### config.mk
export PLATFORM = sky130hd
export DESIGN_NAME = sar_conv_seq
export DESIGN_NICKNAME = d
export VERILOG_FILES = /design/src/rtl/sar_seq_pkg.sv /design/src/rtl/sar_pin_edges.sv /design/src/rtl/sar_phase_timer.sv /design/src/rtl/sar_approx_reg.sv /design/src/rtl/sar_conv_seq.sv
export SDC_FILE = /design/constraint.sdc
export NUM_CORES = 1
export LEC_CHECK = 0
export ABC_AREA = 1
export ABC_CLOCK_PERIOD_IN_PS = 2400
export BUFFER_PORTS_ARGS = -buffer_cell sky130_fd_sc_hd__buf_2
export CORE_MARGIN = 2
export CORE_UTILIZATION = 55
export CTS_CLUSTER_DIAMETER = 120
export CTS_CLUSTER_SIZE = 25
export DETAILED_ROUTE_END_ITERATION = 8
export PLACE_DENSITY = 0.77
export SLEW_MARGIN = 20
export SYNTH_ARGS = -nofsm -noshare
export SYNTH_HDL_FRONTEND = slang
export SYNTH_HIERARCHICAL = 1
export SYNTH_SLANG_ARGS = --single-unit
### constraint.sdc
create_clock -name clk -period 2.4 [get_ports clk]
set_input_delay 0.48 -clock clk [delete_from_list [all_inputs] [get_ports clk]]
set_output_delay 0.48 -clock clk [all_outputs]
set_load 0.1 [all_outputs]
### src/rtl/sar_seq_pkg.sv
package sar_seq_pkg;

    localparam int RES_W        = 13;
    localparam int CAL_TOTAL_D  = 1399;
    localparam int CAL_OFS_D    = 128;
    localparam int ZERO_LEN_D   = 26;
    localparam int ACQ_LEN_D    = 7;

    // index of each edge-detected pin in the edge detector vector
    localparam int PIN_WR = 0;
    localparam int PIN_SH = 1;
    localparam int PIN_N  = 2;

    typedef enum logic [2:0] {
        PH_IDLE    = 3'd0,
        PH_CAL_OFS = 3'd1,
        PH_CAL_MIS = 3'd2,
        PH_ZERO    = 3'd3,
        PH_ACQ     = 3'd4,
        PH_SH_ACQ  = 3'd5,
        PH_CONV    = 3'd6
    } phase_e;

    typedef struct packed {
        logic wr_go;     // qualified write rising edge
        logic sh_open;   // qualified sample/hold falling edge
        logic sh_close;  // qualified sample/hold rising edge
    } start_req_t;

    typedef struct packed {
        logic ready;
        logic cal_ofs;
        logic cal_mis;
        logic zero;
        logic acq;
        logic conv;
    } strobes_t;

    function automatic strobes_t decode_phase(phase_e ph);
        strobes_t s;
        s         = '0;
        s.ready   = (ph == PH_IDLE);
        s.cal_ofs = (ph == PH_CAL_OFS);
        s.cal_mis = (ph == PH_CAL_MIS);
        s.zero    = (ph == PH_ZERO);
        s.acq     = (ph == PH_ACQ) || (ph == PH_SH_ACQ);
        s.conv    = (ph == PH_CONV);
        return s;
    endfunction

endpackage

### src/rtl/sar_pin_edges.sv
module sar_pin_edges #(
    parameter int N = 2
) (
    input  logic         clk,
    input  logic         rst,
    input  logic [N-1:0] pin_i,
    output logic [N-1:0] chg_o
);
    logic [N-1:0] prev_q;

    always_ff @(posedge clk) begin
        if (rst) prev_q <= '1;
        else     prev_q <= pin_i;
    end

    for (genvar g = 0; g < N; g++) begin : g_chg
        assign chg_o[g] = prev_q[g] ^ pin_i[g];
    end
endmodule

### src/rtl/sar_phase_timer.sv
module sar_phase_timer #(
    parameter int CW = 11
) (
    input  logic          clk,
    input  logic          rst,
    input  logic          clr_i,
    output logic [CW-1:0] cnt_o
);
    always_ff @(posedge clk) begin
        if (rst || clr_i) cnt_o <= '0;
        else              cnt_o <= cnt_o + 1'b1;
    end
endmodule

### src/rtl/sar_approx_reg.sv
module sar_approx_reg #(
    parameter int W = 13
) (
    input  logic         clk,
    input  logic         rst,
    input  logic         start_i,
    input  logic         step_i,
    input  logic         comp_i,
    output logic         last_o,
    output logic [W-1:0] code_o,
    output logic [W-1:0] result_o,
    output logic         done_o
);
    localparam int IW = $clog2(W);
    localparam logic [IW-1:0] TOP_IDX = IW'(W - 1);

    logic [IW-1:0] idx_q;
    logic [W-1:0]  nxt_code;
    logic [W-1:0]  low_mask;

    always_comb begin
        nxt_code = code_o;
        if (!comp_i) nxt_code[idx_q] = 1'b0;
        if (idx_q != '0) nxt_code[idx_q - 1'b1] = 1'b1;
    end

    always_comb low_mask = ({{(W-1){1'b0}}, 1'b1} << idx_q) - 1'b1;

    assign last_o = step_i && (idx_q == '0);

    always_ff @(posedge clk) begin
        if (rst) begin
            code_o   <= '0;
            idx_q    <= '0;
            result_o <= '0;
            done_o   <= 1'b0;
        end else begin
            done_o <= 1'b0;
            if (start_i) begin
                code_o <= {1'b1, {(W-1){1'b0}}};
                idx_q  <= TOP_IDX;
            end else if (step_i) begin
                code_o <= nxt_code;
                if (idx_q == '0) begin
                    result_o <= {~nxt_code[W-1], nxt_code[W-2:0]};
                    done_o   <= 1'b1;
                end else begin
                    idx_q <= idx_q - 1'b1;
                end
            end
        end
    end

    // trial bit is set when it is evaluated
    p_trial_set_r8: assert property (@(posedge clk) disable iff (rst)
        step_i |-> code_o[idx_q]);
    // bits below the trial bit are still clear
    p_low_clear_r8: assert property (@(posedge clk) disable iff (rst)
        step_i |-> ((code_o & low_mask) == '0));
    // done lasts one cycle
    p_done_pulse_r9: assert property (@(posedge clk) disable iff (rst)
        done_o |=> !done_o);
    // result only moves together with done
    p_result_hold_r9: assert property (@(posedge clk) disable iff (rst)
        !done_o |-> $stable(result_o));
endmodule

### src/rtl/sar_conv_seq.sv
module sar_conv_seq #(
    parameter int RES_W       = sar_seq_pkg::RES_W,
    parameter int CAL_TOTAL   = sar_seq_pkg::CAL_TOTAL_D,
    parameter int CAL_OFS_LEN = sar_seq_pkg::CAL_OFS_D,
    parameter int ZERO_LEN    = sar_seq_pkg::ZERO_LEN_D,
    parameter int ACQ_LEN     = sar_seq_pkg::ACQ_LEN_D
) (
    input  logic             clk,
    input  logic             rst,
    input  logic             cs_n,
    input  logic             wr_n,
    input  logic             sh_n,
    input  logic             cal_n,
    input  logic             az_n,
    input  logic             comp_in,
    output logic             ready_o,
    output logic             cal_ofs_o,
    output logic             cal_mis_o,
    output logic             zero_o,
    output logic             acq_o,
    output logic             conv_o,
    output logic [RES_W-1:0] dac_code_o,
    output logic [RES_W-1:0] result_o,
    output logic             done_o
);
    import sar_seq_pkg::*;

    localparam int CAL_MIS_LEN = CAL_TOTAL - CAL_OFS_LEN;
    localparam int CW          = $clog2(CAL_TOTAL + 1);
    localparam logic [CW-1:0] OFS_END  = CW'(CAL_OFS_LEN - 1);
    localparam logic [CW-1:0] MIS_END  = CW'(CAL_MIS_LEN - 1);
    localparam logic [CW-1:0] ZERO_END = CW'(ZERO_LEN - 1);
    localparam logic [CW-1:0] ACQ_END  = CW'(ACQ_LEN - 1);

    phase_e      ph_q, ph_n;
    logic [CW-1:0] cnt;
    logic        tmr_clr;
    logic        sar_start, sar_step, sar_last;
    logic [PIN_N-1:0] pins, chg;
    start_req_t  req;
    strobes_t    stb;

    assign pins[PIN_WR] = wr_n;
    assign pins[PIN_SH] = sh_n;

    sar_pin_edges #(.N(PIN_N)) u_edges (
        .clk   (clk),
        .rst   (rst),
        .pin_i (pins),
        .chg_o (chg)
    );

    always_comb begin
        req.wr_go    = chg[PIN_WR] &&  wr_n && !cs_n;
        req.sh_open  = chg[PIN_SH] && !sh_n && !cs_n;
        req.sh_close = chg[PIN_SH] &&  sh_n && !cs_n;
    end

    sar_phase_timer #(.CW(CW)) u_timer (
        .clk   (clk),
        .rst   (rst),
        .clr_i (tmr_clr),
        .cnt_o (cnt)
    );

    always_comb begin
        ph_n      = ph_q;
        tmr_clr   = 1'b0;
        sar_start = 1'b0;
        if (!cal_n) begin
            ph_n    = PH_CAL_OFS;
            tmr_clr = 1'b1;
        end else begin
            unique case (ph_q)
                PH_IDLE: begin
                    tmr_clr = 1'b1;
                    if (req.wr_go) begin
                        if (az_n) begin
                            ph_n      = PH_CONV;
                            sar_start = 1'b1;
                        end else begin
                            ph_n = PH_ZERO;
                        end
                    end else if (req.sh_open) begin
                        ph_n = PH_SH_ACQ;
                    end
                end
                PH_CAL_OFS: if (cnt == OFS_END) begin
                    ph_n    = PH_CAL_MIS;
                    tmr_clr = 1'b1;
                end
                PH_CAL_MIS: if (cnt == MIS_END) begin
                    ph_n    = PH_IDLE;
                    tmr_clr = 1'b1;
                end
                PH_ZERO: if (cnt == ZERO_END) begin
                    ph_n    = PH_ACQ;
                    tmr_clr = 1'b1;
                end
                PH_ACQ: if (cnt == ACQ_END) begin
                    ph_n      = PH_CONV;
                    tmr_clr   = 1'b1;
                    sar_start = 1'b1;
                end
                PH_SH_ACQ: begin
                    tmr_clr = 1'b1;
                    if (req.sh_close) begin
                        ph_n      = PH_CONV;
                        sar_start = 1'b1;
                    end
                end
                PH_CONV: begin
                    tmr_clr = 1'b1;
                    if (sar_last) ph_n = PH_IDLE;
                end
                default: begin
                    ph_n    = PH_IDLE;
                    tmr_clr = 1'b1;
                end
            endcase
        end
    end

    always_ff @(posedge clk) begin
        if (rst) ph_q <= PH_IDLE;
        else     ph_q <= ph_n;
    end

    assign sar_step = (ph_q == PH_CONV) && cal_n;

    sar_approx_reg #(.W(RES_W)) u_sar (
        .clk      (clk),
        .rst      (rst),
        .start_i  (sar_start),
        .step_i   (sar_step),
        .comp_i   (comp_in),
        .last_o   (sar_last),
        .code_o   (dac_code_o),
        .result_o (result_o),
        .done_o   (done_o)
    );

    always_comb stb = decode_phase(ph_q);

    assign ready_o   = stb.ready;
    assign cal_ofs_o = stb.cal_ofs;
    assign cal_mis_o = stb.cal_mis;
    assign zero_o    = stb.zero;
    assign acq_o     = stb.acq;
    assign conv_o    = stb.conv;

    // a low calibrate sample always lands in the offset phase
    p_cal_abort_r2: assert property (@(posedge clk) disable iff (rst)
        !cal_n |=> (cal_ofs_o && !ready_o));
    // mismatch phase only follows the offset phase
    p_ofs_first_r3: assert property (@(posedge clk) disable iff (rst)
        $rose(cal_mis_o) |-> $past(cal_ofs_o));
    // direct write start enters approximation at once
    p_direct_start_r4: assert property (@(posedge clk) disable iff (rst)
        (ready_o && req.wr_go && az_n && cal_n) |=> conv_o);
    // zeroing is followed by acquisition unless calibration aborts
    p_zero_then_acq_r5: assert property (@(posedge clk) disable iff (rst)
        $fell(zero_o) |-> (acq_o || cal_ofs_o));
    // start edges during zeroing do not restart it
    p_no_restart_r10: assert property (@(posedge clk) disable iff (rst)
        (zero_o && cal_n) |=> (zero_o || acq_o));
    // done only in ready state
    p_done_idle_r9: assert property (@(posedge clk) disable iff (rst)
        done_o |-> ready_o);
    // phase strobes never overlap
    p_strobe_excl_r11: assert property (@(posedge clk) disable iff (rst)
        $onehot0({ready_o, cal_ofs_o, cal_mis_o, zero_o, acq_o, conv_o}));
endmodule

== Yosys cells after proc, flatten, opt, wreduce, memory -nomap -nowiden ==
Index checks and enable logic that the tools add are counted.
Widths: inputs -> output; s select.
Cells by class
  $add $sub $neg: 2
  $mul: 0
  divide/modulo/power cells: 0
  magnitude comparators: 4
  equal/unequal tests: 25
  shift operators: 0
  mux-type cells: 34
  bitwise operators: 10
  reduce and logical (&&, ||, !) cells: 26
Operators with widths (number)
  $mux 13: 4
  $mux 3: 9
  $pmux 3 s7: 1
  $reduce_and 7->1: 2
  $and 13x13->13: 1
  $mux 1: 13
  $not 13->13: 1
  $or 13x13->13: 1
  $mux 4: 3
  $ne 3x2->1 const B: 4
  $add 11x1->11 const B: 1
  $eq 11x11->1 const B: 1
  $eq 11x3->1 const B: 1
  $eq 11x5->1 const B: 1
  $eq 11x7->1 const B: 1
  $logic_and 1x1->1: 10
  $lt 4x5->1 const B: 2
  $eq 3x3->1 const B: 3
  $demux 1 s4: 2
  $ge 4x1->1 const B: 2
  $ne 2x1->1 const B: 4
  $eq 3x2->1 const B: 2
  $ne 2x2->1 const B: 3
  $ne 3x3->1 const B: 2
  other kinds (18): 27
Word-level totals
  register bits: 47
  bits in latches: 0
  RAM bits: 0
  ROM bits: 0
  output and inout port bits: 33
  word-level logic and storage cells: 111
  memories kept: 0

== Depth between registers and ports, before layout ==
Gate-level depths: netlist of the first run.
  word-level depth: 11
  depth in mapped cells: 15
  depth with buffers taken out: 14

== By module ==
Netlist of the first run, hierarchy kept.
By module, submodules not included
  sar_approx_reg: times used 1, cells each 235, area each 1637.8 um2
  sar_conv_seq: times used 1, cells each 129, area each 675.6 um2
  sar_phase_timer: times used 1, cells each 66, area each 473.0 um2
  sar_pin_edges: times used 1, cells each 15, area each 88.8 um2

== Worst setup path before layout of the first run ==
Ideal clock, no wire load.
  path kind: reg-to-reg
  start point: register ph_q[2]
  end point: register ph_q[0]
  library setup time: 119 ps
  arrival time: 3055 ps
  path slack: -775 ps
  stages on the path, launching flop included: 9
  cells stage by stage: dfxtp_1 > buf_6 > inv_2 > nor3_1 > nand3_1 > nand2_1 > nor2_1 > nand3_2 > a21oi_1
On the way
  word-level cells in the longest chain between the ends: 5
  elaborated cells on any way between the ends: 19
  those cells by class: eq/ne (13); mux (2); reduce/logical (4)
Ends and longest elaborated chain
  start, declared: line sar_conv_seq.sv:35  | phase_e ph_q, ph_n;
  start signal, assigned: line sar_conv_seq.sv:126  | else ph_q <= ph_n;
  $eq 3x3->1 (*)
  net conv_o: line sar_conv_seq.sv:21  | output logic conv_o,
  $logic_and 1x1->1: line sar_conv_seq.sv:129  | assign sar_step = (ph_q == PH_CONV) && cal_n;
  $logic_and 1x1->1: line sar_approx_reg.sv:29  | assign last_o = step_i && (idx_q == '0);
  $ne 3x2->1 (no line)
  $reduce_and 7->1 (no line)
The timed path passes the listed nets; every way through them passes the cells marked *.
A chain may end at the register's enable or synchronous reset.

== Worst setup path in the final report of the first run ==
  start point: register ph_q[1]
  end point: output port zero_o
On the way
  word-level cells in the longest chain between the ends: 1
Ends and longest elaborated chain
  $eq 3x2->1: line sar_seq_pkg.sv:45  | s.zero = (ph == PH_ZERO);
  end, declared: line sar_conv_seq.sv:19  | output logic zero_o,
No other way between the ends.

==> flow_summary.yaml, run 1 <==
floorplan:
  die_x_um: 76.31
  dieArea_mm2: 0.005822
  die_h_um: 76.31
  rows: 26
  ios: 41
  initial_core_util: 0.5666
  design.core.area_mm2: 0.005075
setup_path:
  crit_required_ns: 1.92
  cp-start-kind: "flip-flop"
  cp_max_fo: 8
  slowest_delay_ns: 0.59
  crit_type: "flip-flop to output pin"
  end_kind: "output pin"
  critPathBufInv: 2
  worstPathArrival_ns: 1.65
  critical-path-slowest-cell: "dfxtp_1"
  cp_top_family: "flip-flops"
  path_cells: "nand3_1 -> inv_2 -> buf_2"
clock_network:
  clockRootBuffer: "clkbuf_8"
  cts_buffers: 5
  cts_buffer_depth: 2
  htreeDepth: 2
  clk_latency_ns: 0.30
  cts_setup_buffers: 0
  path_clk_slew_ns: 0.08
  holdBufCountCts: 0
  post_cts_resize_count: 0
  tritoncts: "done"
  cts_sinks: 47
finish:
  regArea_um2: 940.9
  postLayoutCoreUtil: 0.6351
  layout-drive-gt1-share: 0.2103
  multi_input_area_mm2: 0.001556
  nets: 498
  n_antenna_cell: 0
  syn_to_final_growth_pct: 12.10
  fillers: 494
route:
  drc_errors: 0
  routed_wl_um: 6486
  first_pass_iters: 5
  vias_per_cell: 5.085
  antenna_left: 0
  drt_iter0_drc: 244
  wire_per_inst_um: 11.69
  vias: 2822
timing:
  max_freq_mhz: 469.5
  fin_crit_ns: 2.130
  final.setup.tns_ns: 0
  rsz0062_at_grt: "false"
  maxSlewHeadroom: 0.5878
  fin_crit_sh: 0.8874
  hold_violations: 0
  timing.final.ws_setup_ns: 0.2702
  fin_skew_ns: 0.009514
  finalMaxSlewViolations: 0
  finalSetupViolations: 0
  worst_pin_slew_ns: 0.6106
global_route:
  antenna_found_initial: 0
  track_usage: 0.2343
  grt_first_pass_wirelength_um: 11400
  grt_overflow: 0
  grt_start_max_net_pins: 25
  grt_pass1_vias: 2531
logic_synthesis:
  syn_nets: 458
  muxShareOfSynthArea: 0
  synth_top_family_by_area: "simple AND/OR/NAND/NOR gates"
  yosys_warnings: 6
  yosys.area_share.simple: 0.4095
  synth_compound_area_frac: 0.1040
  syn_avg_cell_area_um2: 6.461
  synthDistinctLibCells: 35
  synthFlopType: "dfxtp_1"
  postSynthCellCount: 445
  synth-edff-count: 0
  synthAdderAreaFrac: 0.02176
  async_flop_share: 0
  ys_seq_elements: 47
  ys_seq_area_frac: 0.3272
  synth_area_mm2: 0.002875
  synth_xor_area_frac: 0
power:
  p_per_area_mw_per_mm2: 751.0
  leakage_nw: 1.555
  ir_drop_uv: 410.3
  total_power_mw: 2.420
run:
  cap_violations: 0
place:
  gp_routability_congestion: 0.9308
  port_buffers: 40
  dp_slack_ns: 0.2520
  dp_hpwl_um: 4938
worst_hold_path:
  hold_path_class: "input port to flip-flop"
run_status:
  outcome: "finished, final reports clean"
[cell usage in the layout (no fill, tap or decap)]
cell,count
a211oi_1,1
a21oi_1,20
a31oi_1,1
buf_2,40
buf_4,3
bufinv_16,1
clkbuf_8,5
clkinvlp_4,2
dfxtp_1,47
ha_1,5
inv_1,67
inv_2,6
inv_4,3
inv_6,1
nand2_1,95
nand2_2,6
nand2_4,3
nand3_1,42
nand3_2,3
nand3b_1,1
nand4_1,4
nor2_1,67
nor2_2,18
nor2_4,5
nor2_8,1
nor3_1,3
nor3_2,1
nor3_4,1
nor4_2,1
o211ai_1,4
o211ai_2,1
o21ai_0,24
o21ai_1,1
o21ai_2,1
o311ai_0,1
[cell families after synthesis]
| family | Yosys count |
|---|---|
| AND/OR/NAND/NOR | 251 |
| flip-flops | 47 |
| buffers and inverters | 88 |
| AO/OA/AOI/OAI | 54 |
| adder cells (fa/ha/maj) | 5 |
[per-layer routing]
| layer | vias up | GRT usage | part of all wire | wire (um) |
|---|---|---|---|---|
| met2 | 105 | 0.3717 | 0.44 | 2875 |
| met4 | 0 | 0.06909 | 0.013 | 83 |
| li1 | 1466 | - | - | - |
| met1 | 1245 | 0.3224 | 0.48 | 3114 |
| met3 | 6 | 0.04858 | 0.064 | 413 |
| met5 | - | 0 | 0 | 0 |
[worst min-delay path, cell delays in order]
cell     delay, ns
buf_2         0.10
inv_1         0.05
nand2_1       0.05
[sequential cells by signal (all words and copies together) (netlist names)]
signal	flops
u_sar/code_o	13
u_sar/result_o	13
u_timer/cnt_o	11
u_sar/idx_q	4
ph_q	3
u_edges/prev_q	2
u_sar/done_o	1
[synthesized netlist by cell type (2+ instances only)]
master,count,area [um2]
a21oi_1,20,100.1
buf_2,2,10.01
buf_6,4,45.04
dfxtp_1,47,940.9
ha_1,5,62.56
inv_1,69,259.0
inv_2,5,18.77
inv_4,3,18.77
nand2_1,95,356.6
nand2_2,6,37.54
nand2_4,3,33.78
nand3_1,42,210.2
nand3_2,3,30.03
nand4_1,4,25.02
nor2_1,67,251.5
nor2_2,18,112.6
nor2_4,5,56.30
nor3_1,4,20.02
o211ai_1,4,30.03
o21ai_0,24,120.1
[cell type report]
class / count / share of cell area
clock inverters: 2 / 0.01165
well taps: 70 / 0.02717
flip-flops and latches: 47 / 0.2919
multi-input cells: 310 / 0.4829
clock buffers: 5 / 0.02135
inverters: 78 / 0.09589
repair buffers: 43 / 0.06910
[per-stage QoR]
step / instances / area, um2 / hold slack [ns]
after detailed placement: 548 / 3117 / 0.4770
final: 555 / 3223 / 0.4083
after global placement: 548 / 3117 / 0.4750
after global routing: 555 / 3223 / 0.4276
after CTS: 555 / 3223 / 0.3956
after floorplan: 445 / 2890 / 0.4520
[path summary, 6_finish.rpt]
check,end,depth (start not counted),startpoint,slack [ns]
setup / recovery,zero_o,3,ph_q[1],0.27
hold / removal,u_edges/prev_q[0],3,wr_n,0.41
setup reg to reg,u_sar/result_o[1],12,ph_q[1],0.27
hold reg to reg,u_sar/result_o[7],2,u_sar/result_o[7],0.48
[power by group]
part           internal (mW)  switching, mW  leakage (nW)
logic                  0.234          0.734          1.13
clock network          0.305          0.264        0.0502
registers              0.817         0.0664         0.380
total                   1.36           1.06          1.56
Power figures use the tool's default switching activity.
==> inputs of run 2 (changes only) <==
- RECOVER_POWER: unset -> 25
==> run 2 against run 1 <==
  * Final area down 0.70%
  * Sequential power about the same
  * Clock power about the same
  * First-iteration DRC count up 10%
  * Maximum frequency up 0.36%
  * Largest power group unchanged
  * Critical endpoint unchanged
  * Count of clock-buffer cells in the layout unchanged
  * Utilization down 0.44 points
  * Highest routed layer unchanged
  * Clock skew up 0.00062 ns
  * Wire length down 0.12%
==> flow_summary.yaml, run 2 (synthesis results as in run 1) <==
route:
  routed_wl_um: 6478
  drt_iter0_drc: 269
  first_pass_iters: 5
  vias: 2803
  drc_errors: 0
  vias_per_cell: 5.050
  wire_per_inst_um: 11.67
  antenna_left: 0
finish:
  multi_input_area_mm2: 0.001556
  syn_to_final_growth_pct: 11.31
  final_area_mm2: 0.003201
  stdcell_count: 555
  n_antenna_cell: 0
  reg_top3: "u_sar/code_o (13), u_sar/result_o (13), u_timer/cnt_o (11)"
  regArea_um2: 940.9
  nets: 498
  fillers: 508
  layout_common_cells: "95 x nand2_1, 67 x inv_1, 67 x nor2_1, 47 x dfxtp_1, 42 x nand3_1"
  final_common_cell: "nand2_1"
  layout-drive-gt1-share: 0.1732
timing:
  fin_crit_sh: 0.8843
  fin_skew_ns: 0.01013
  worst_pin_slew_ns: 1.183
  timing.final.ws_setup_ns: 0.2778
  hold_ws_ns: 0.4089
  max_freq_mhz: 471.2
  finalSetupViolations: 0
  fin_crit_ns: 2.122
  finalMaxSlewViolations: 0
  hold_violations: 0
  final.setup.tns_ns: 0
  rsz0062_at_grt: "false"
  maxSlewHeadroom: 0.2146
place:
  gp_routability_congestion: 0.9308
  postPlaceCellArea_mm2: 0.003117
  port_buffers: 40
  dp_slack_ns: 0.2520
  dp_cells: 548
  dp_hpwl_um: 4938
clock_network:
  cts_sinks: 47
  cts_buffer_depth: 2
  clk_latency_ns: 0.30
  path_clk_slew_ns: 0.08
  tritoncts: "done"
  cts_buffers: 5
  clockRootBuffer: "clkbuf_8"
  cts_setup_buffers: 0
  htreeDepth: 2
setup_path:
  path_cells: "nand3_1 -> inv_2 -> buf_2"
  critPathBufInv: 2
  crit_type: "flip-flop to output pin"
  cp_top_family: "flip-flops"
  end_kind: "output pin"
  worstPathArrival_ns: 1.64
  cp_max_fo: 8
  slowest_delay_ns: 0.59
  cp-start-kind: "flip-flop"
  crit_required_ns: 1.92
  critical-path-slowest-cell: "dfxtp_1"
power:
  leakage_nw: 1.476
  p_per_area_mw_per_mm2: 755.8
  ir_drop_uv: 411.4
global_route:
  antenna_found_initial: 0
  grt_first_pass_wirelength_um: 11400
  grt_start_max_net_pins: 25
  grt_pass1_vias: 2531
  track_usage: 0.2343
  grt_overflow: 0
floorplan:
  ios: 41
  rows: 26
  die_h_um: 76.31
  die_x_um: 76.31
  dieArea_mm2: 0.005822
  initial_core_util: 0.5666
  design.core.area_mm2: 0.005075
run:
  cap_violations: 0
run_status:
  outcome: "finished, final reports clean"
worst_hold_path:
  hold_path_class: "input port to flip-flop"
## run 2: power breakdown
| group | internal (mW) | leakage, nW | switching [mW] |
|---|---|---|---|
| Combinational | 0.232 | 1.05 | 0.734 |
| Sequential | 0.817 | 0.380 | 0.0660 |
| Clock | 0.305 | 0.0502 | 0.265 |
## run 2: path summary, 6_finish.rpt
check,startpoint,end,slack (ns),depth (start not counted)
worst max-delay path,ph_q[1],zero_o,0.28,3
worst min register to register,u_sar/result_o[7],u_sar/result_o[7],0.48,2
worst max register to register,ph_q[1],u_sar/result_o[1],0.29,12
worst min-delay path,wr_n,u_edges/prev_q[0],0.41,3
## run 2: routing by layer
metal  GRT usage  up-vias  part of all wire
li1            -     1467                 -
met1      0.3224     1254              0.49
met2      0.3717       76              0.45
met3     0.04858        6             0.048
met4     0.06909        0             0.013
met5           0        -                 0
## run 2: what timing repair did
item / in CTS / in global routing
hold buffers: 0 / 0
setup endpoints to repair: 0 / 2
gates resized for setup: 0 / 1
## run 2: cell type report
type / instances / share of cell area
Inverter: 78 / 0.09656
Tap cell: 70 / 0.02737
Multi-Input combinational cell: 310 / 0.4863
Timing Repair Buffer: 43 / 0.06255
Sequential cell: 47 / 0.2940
Clock inverter: 2 / 0.01173
Clock buffer: 5 / 0.02150
## run 2: worst reg2reg max path, stage by stage, from the launching register on
cell and delay, ns:
dfxtp_1 0.59, nor2_2 0.09, nand2_1 0.17, clkinvlp_4 0.13, nand3_1 0.07, a31oi_1 0.09
buf_4 0.18, nor2_8 0.15, nand2_4 0.09, inv_4 0.22, nand3_1 0.15, nand2_1 0.08
inv_1 0.03
## run 2: through the flow
step	total power, mW	utilization
finish	2.419	0.6307
global route	2.559	0.6307
CTS	2.437	0.6351
detailed placement	1.864	0.6142
global placement	1.862	0.6142
floorplan	1.749	-
